--- src/rtl/os_timer.sv ---
module os_timer #(
  parameter int AW  = 8,
  parameter int DW  = 32,
  parameter int IEW = 12
) (
  input  logic          clk,
  input  logic          rst_n,
  input  logic          tick_en,
  input  logic          bus_sel,
  input  logic          bus_wr,
  input  logic [AW-1:0] bus_addr,
  input  logic [DW-1:0] bus_wdata,
  output logic [DW-1:0] bus_rdata,
  output logic          bus_err,
  output logic [3:0]    irq,
  output logic          wdt_reset
);
  localparam int NCH = 4;

  logic [DW-1:0]  cnt, cnt_nxt, rmux;
  logic [DW-1:0]  mreg [NCH];
  logic [NCH-1:0] sts, hit, clr;
  logic [IEW-1:0] ier;
  logic           wden, acc_ok, wen, load, upd;
  logic [2:0]     idx;

  assign acc_ok  = (bus_addr[1:0] == 2'b00) && (bus_addr[AW-1:5] == '0);
  assign idx     = bus_addr[4:2];
  assign wen     = bus_sel & bus_wr & acc_ok;
  assign load    = wen && (idx == 3'd4);
  assign upd     = load | tick_en;
  assign cnt_nxt = load ? bus_wdata : (tick_en ? cnt + 1'b1 : cnt);
  assign clr     = (wen && idx == 3'd5) ? bus_wdata[NCH-1:0] : '0;
  assign irq     = sts;

  for (genvar i = 0; i < NCH; i++) begin : g_ch
    assign hit[i] = upd && (cnt_nxt == mreg[i]);

    always_ff @(posedge clk) begin
      if (!rst_n)                     mreg[i] <= '0;
      else if (wen && idx == 3'(i))   mreg[i] <= bus_wdata;
    end

    assert_irq_gate_R6: assert property (@(posedge clk) disable iff (!rst_n)
      $rose(irq[i]) |-> $past(ier[i]));
  end

  always_ff @(posedge clk) begin
    if (!rst_n) begin
      cnt       <= '0;
      sts       <= '0;
      ier       <= '0;
      wden      <= 1'b0;
      wdt_reset <= 1'b0;
    end else begin
      cnt       <= cnt_nxt;
      sts       <= (sts & ~clr) | (hit & ier[NCH-1:0]);
      wdt_reset <= hit[3] & wden;
      if (wen && idx == 3'd7) ier <= bus_wdata[IEW-1:0];
      if (hit[3] && wden)                wden <= 1'b0;
      else if (wen && idx == 3'd6)       wden <= bus_wdata[0];
    end
  end

  always_comb begin
    case (idx)
      3'd4:    rmux = cnt;
      3'd5:    rmux = {{(DW-NCH){1'b0}}, sts};
      3'd6:    rmux = {{(DW-1){1'b0}}, wden};
      3'd7:    rmux = {{(DW-IEW){1'b0}}, ier};
      default: rmux = mreg[idx[1:0]];
    endcase
  end

  always_ff @(posedge clk) begin
    if (!rst_n) begin
      bus_rdata <= '0;
      bus_err   <= 1'b0;
    end else begin
      bus_rdata <= (bus_sel && !bus_wr && acc_ok) ? rmux : '0;
      bus_err   <= bus_sel & ~acc_ok;
    end
  end

  assert_cnt_step_R3: assert property (@(posedge clk) disable iff (!rst_n)
    (tick_en && !load) |=> cnt == $past(cnt) + 1'b1);

  assert_irq_hold_R11: assert property (@(posedge clk) disable iff (!rst_n)
    1'b1 |=> (($past(irq) & ~$past(clr) & ~irq) == '0));

  assert_wdt_pulse_R9: assert property (@(posedge clk) disable iff (!rst_n)
    wdt_reset |=> !wdt_reset);

  assert_wdt_armed_R9: assert property (@(posedge clk) disable iff (!rst_n)
    wdt_reset |-> $past(wden));

  assert_err_zero_R10: assert property (@(posedge clk) disable iff (!rst_n)
    bus_err |-> bus_rdata == '0);
endmodule

--- config.mk ---
export PLATFORM = sky130hd
export DESIGN_NAME = os_timer
export DESIGN_NICKNAME = d
export VERILOG_FILES = /design/src/rtl/os_timer.sv
export SDC_FILE = /design/constraint.sdc
export NUM_CORES = 1
export LEC_CHECK = 0
export CAP_MARGIN = 20
export CORE_UTILIZATION = 59
export DETAILED_ROUTE_END_ITERATION = 8
export DONT_BUFFER_PORTS = 1
export GPL_TIMING_DRIVEN = 0
export MAX_ROUTING_LAYER = met4
export PLACE_DENSITY = 0.82
export RECOVER_POWER = 25
export SLEW_MARGIN = 25
export SYNTH_ARGS = -nofsm -noshare
export SYNTH_HDL_FRONTEND = slang
export SYNTH_SLANG_ARGS = --single-unit
--- constraint.sdc ---
create_clock -name clk -period 6.7 [get_ports clk]
set_clock_uncertainty 0.05 [all_clocks]
set_input_delay 0.335 -clock clk [delete_from_list [all_inputs] [get_ports clk]]
set_output_delay 0.335 -clock clk [all_outputs]
set_load 0.01 [all_outputs]
==> results.toml <==
[timing]
rsz0062_at_grt = "no"
slew_headroom_pct = 22.6
min_period_ns = 5.23
hold_violations = 0
tightest_slew_ns = 1.16
max_freq_mhz = 191
setup_viol = 0
fin_crit_sh_pct = 78.0
finalSetupTns_ns = 0
fin_ws_ns = 1.47
drv_slew = 0
fin_hold_ws_ns = 0.00102

[clocking]
cts-buffers-inserted = 23
path_clk_slew_ns = 0.06
cts_setup_buffers = 0
htreeDepth = 1
clock-root-buffer = "clkbuf_16"
clk_latency_ns = 0.54
cts_resized = 0
hold_buffers = 21
cts_buffer_depth = 3
clkSinkCount = 211
tritoncts = "yes"

[layout]
layout-drive-gt1-share_pct = 8.40
final_area_um2 = 13900
nNetsFinal = 1350
final_cell_mix = "edfxtp_1 (128), xnor2_1 (104), and2_1 (102)"
area_delta_synth_final_pct = 11.1
fin_cells = 1594
layout_commonest_cell = "edfxtp_1"
finish.utilization_pct = 67.8

[global_routing]
grt.overflow.total = 0
grt_usage_pct = 50.2
antenna_found_initial = 3
grt_pass1_vias = 10731
grt_start_max_net_pins = 21
grt_pass1_wl_mm = 74.4

[logic_synthesis]
synth_edf_count = 128
synth_cells = 1251
syn_nets = 1297
ys_types = 74
yosysWarnings = 0
async_reset_ff_share_pct = 0
syn_avg_cell_area_um2 = 10.0
netlist_area_um2 = 12500
ys.flop_type = "edfxtp_1"
ys_seq_elements = 211
yosysSeqAreaShare_pct = 44.0

[critical_path]
path_class = "reg -> reg"
cp.required_ns = 7.14
slowest_stage = "a2111oi_1"
path_max_fanout = 10
crit_family = "simple AND/OR/NAND/NOR gates"
worstSetupStartpointType = "register"
cp.arrival_ns = 5.67
path_cells = "ha_1 > nand4_1 > nor4_1 > buf_2 > and4_1 > xnor2_1 > xor2_1 > a31oi_1 > a2111oi_1 > nor4b_1 > o21a_1"
crit_buf_inv = 1
slowest_delay_ns = 1.03
cp-end-kind = "register"

[floorplanning]
die_w_um = 148
core_area_um2 = 20500
die_height_um = 148
rows = 52
ios = 83
dieArea_um2 = 21800
start_util_pct = 61.1

[power_and_ir_drop]
ir_drop_uv = 231
power_density_nw_per_um2 = 219
p_leak_nw = 4.61
power_mw = 3.04

[route]
drt-wirelength-per-cell_um = 33.3
ant_nets = 0
via_per_inst = 7.19
vias = 11460
drtIter0Drc = 1975
routed_wl_mm = 53.1
first_pass_iters = 8
drc = 0

[outcome]
status = "complete, no violations"

[flow_run]
max_cap_violations = 0

[worst_hold_path]
min_path_type = "in -> reg"

[placed_design]
dp_hpwl_mm = 40.5
io_buffer_count = 0
place_congestion = 1.13
post_dp_cell_area_um2 = 13000
dpl_worst_slack_ns = 2.00
placedCellCount = 1528
## final timing paths
| check | startpoint | cells past startpoint | slack [ns] | endpoint |
|---|---|---|---|---|
| worst max-delay path | cnt[0] | 11 | 1.47 | irq[3] |
| worst min-delay path | bus_wdata[0] | 3 | 0.001 | irq[0] |
| worst max register to register | cnt[0] | 11 | 1.47 | irq[3] |
| worst min register to register | ier[6] | 2 | 0.41 | ier[6] |
## worst min-delay path, cell delays in order
cell     delay, ns
nand2_1       0.03
nand3_1       0.11
o31ai_2       0.08
## where the power goes
part / switching, mW / total [mW] / internal, mW
Sequential: 0.0630 / 1.48 / 1.42
Clock: 0.544 / 1.22 / 0.677
Combinational: 0.213 / 0.337 / 0.125
Total: 0.820 / 3.04 / 2.22
## metal layers
| layer | track usage (%) | share of wire (%) | vias to the layer above | wire length (um) |
|---|---|---|---|---|
| met4 | 20.2 | 5.4 | 0 | 2890 |
| met1 | 64.7 | 36 | 5394 | 19000 |
| met5 | - | 0 | - | 0 |
| met3 | 19.5 | 18 | 223 | 9340 |
| li1 | - | - | 4705 | - |
| met2 | 70.4 | 41 | 1138 | 21900 |
## flip-flops by register name, summed over array words and instances (netlist names)
| signal | flops |
|---|---|
| bus_err | 1 |
| ier | 12 |
| wdt_reset | 1 |
| bus_rdata | 32 |
| mreg | 128 |
| irq | 4 |
| cnt | 32 |
| wden | 1 |
## synthesized netlist by cell type (28+ instances only)
cell type,number,area [um2]
xnor2_1,104,911
clkbuf_1,68,255
nor4_1,33,206
inv_1,28,105
xor2_1,68,596
and2_1,110,688
nand2_1,79,297
nor3_1,62,310
nor2_1,95,357
mux4_2,33,743
edfxtp_1,128,3840
a21oi_1,39,195
dfxtp_1,83,1660
nand3_1,35,175
## cell families (layout without fill, tap and decap cells)
| logic type | Yosys count | in the layout | share of synthesized area (%) |
|---|---|---|---|
| simple gates | 499 | 499 | 21.0 |
| xor+xnor | 173 | 173 | 12.2 |
| compound gates | 199 | 199 | 11.1 |
| flops | 211 | 211 | 44.0 |
| fa+ha+maj | 1 | 1 | 0.100 |
| mux | 46 | 46 | 7.52 |
| buf+inv | 122 | 192 | 4.05 |
| other cells | 0 | 3 | 0 |
## layout make-up
type,count,area [um2]
fillers,1620,6590
multi-input cells,918,6520
flip-flops and latches,211,5510
clock buffers,33,653
plain buffers,93,375
repair buffers,28,345
well taps,270,338
inverters,29,109
clock inverters,9,48.8
diodes,3,7.51
Note: power is estimated with default switching activity, not from simulation.
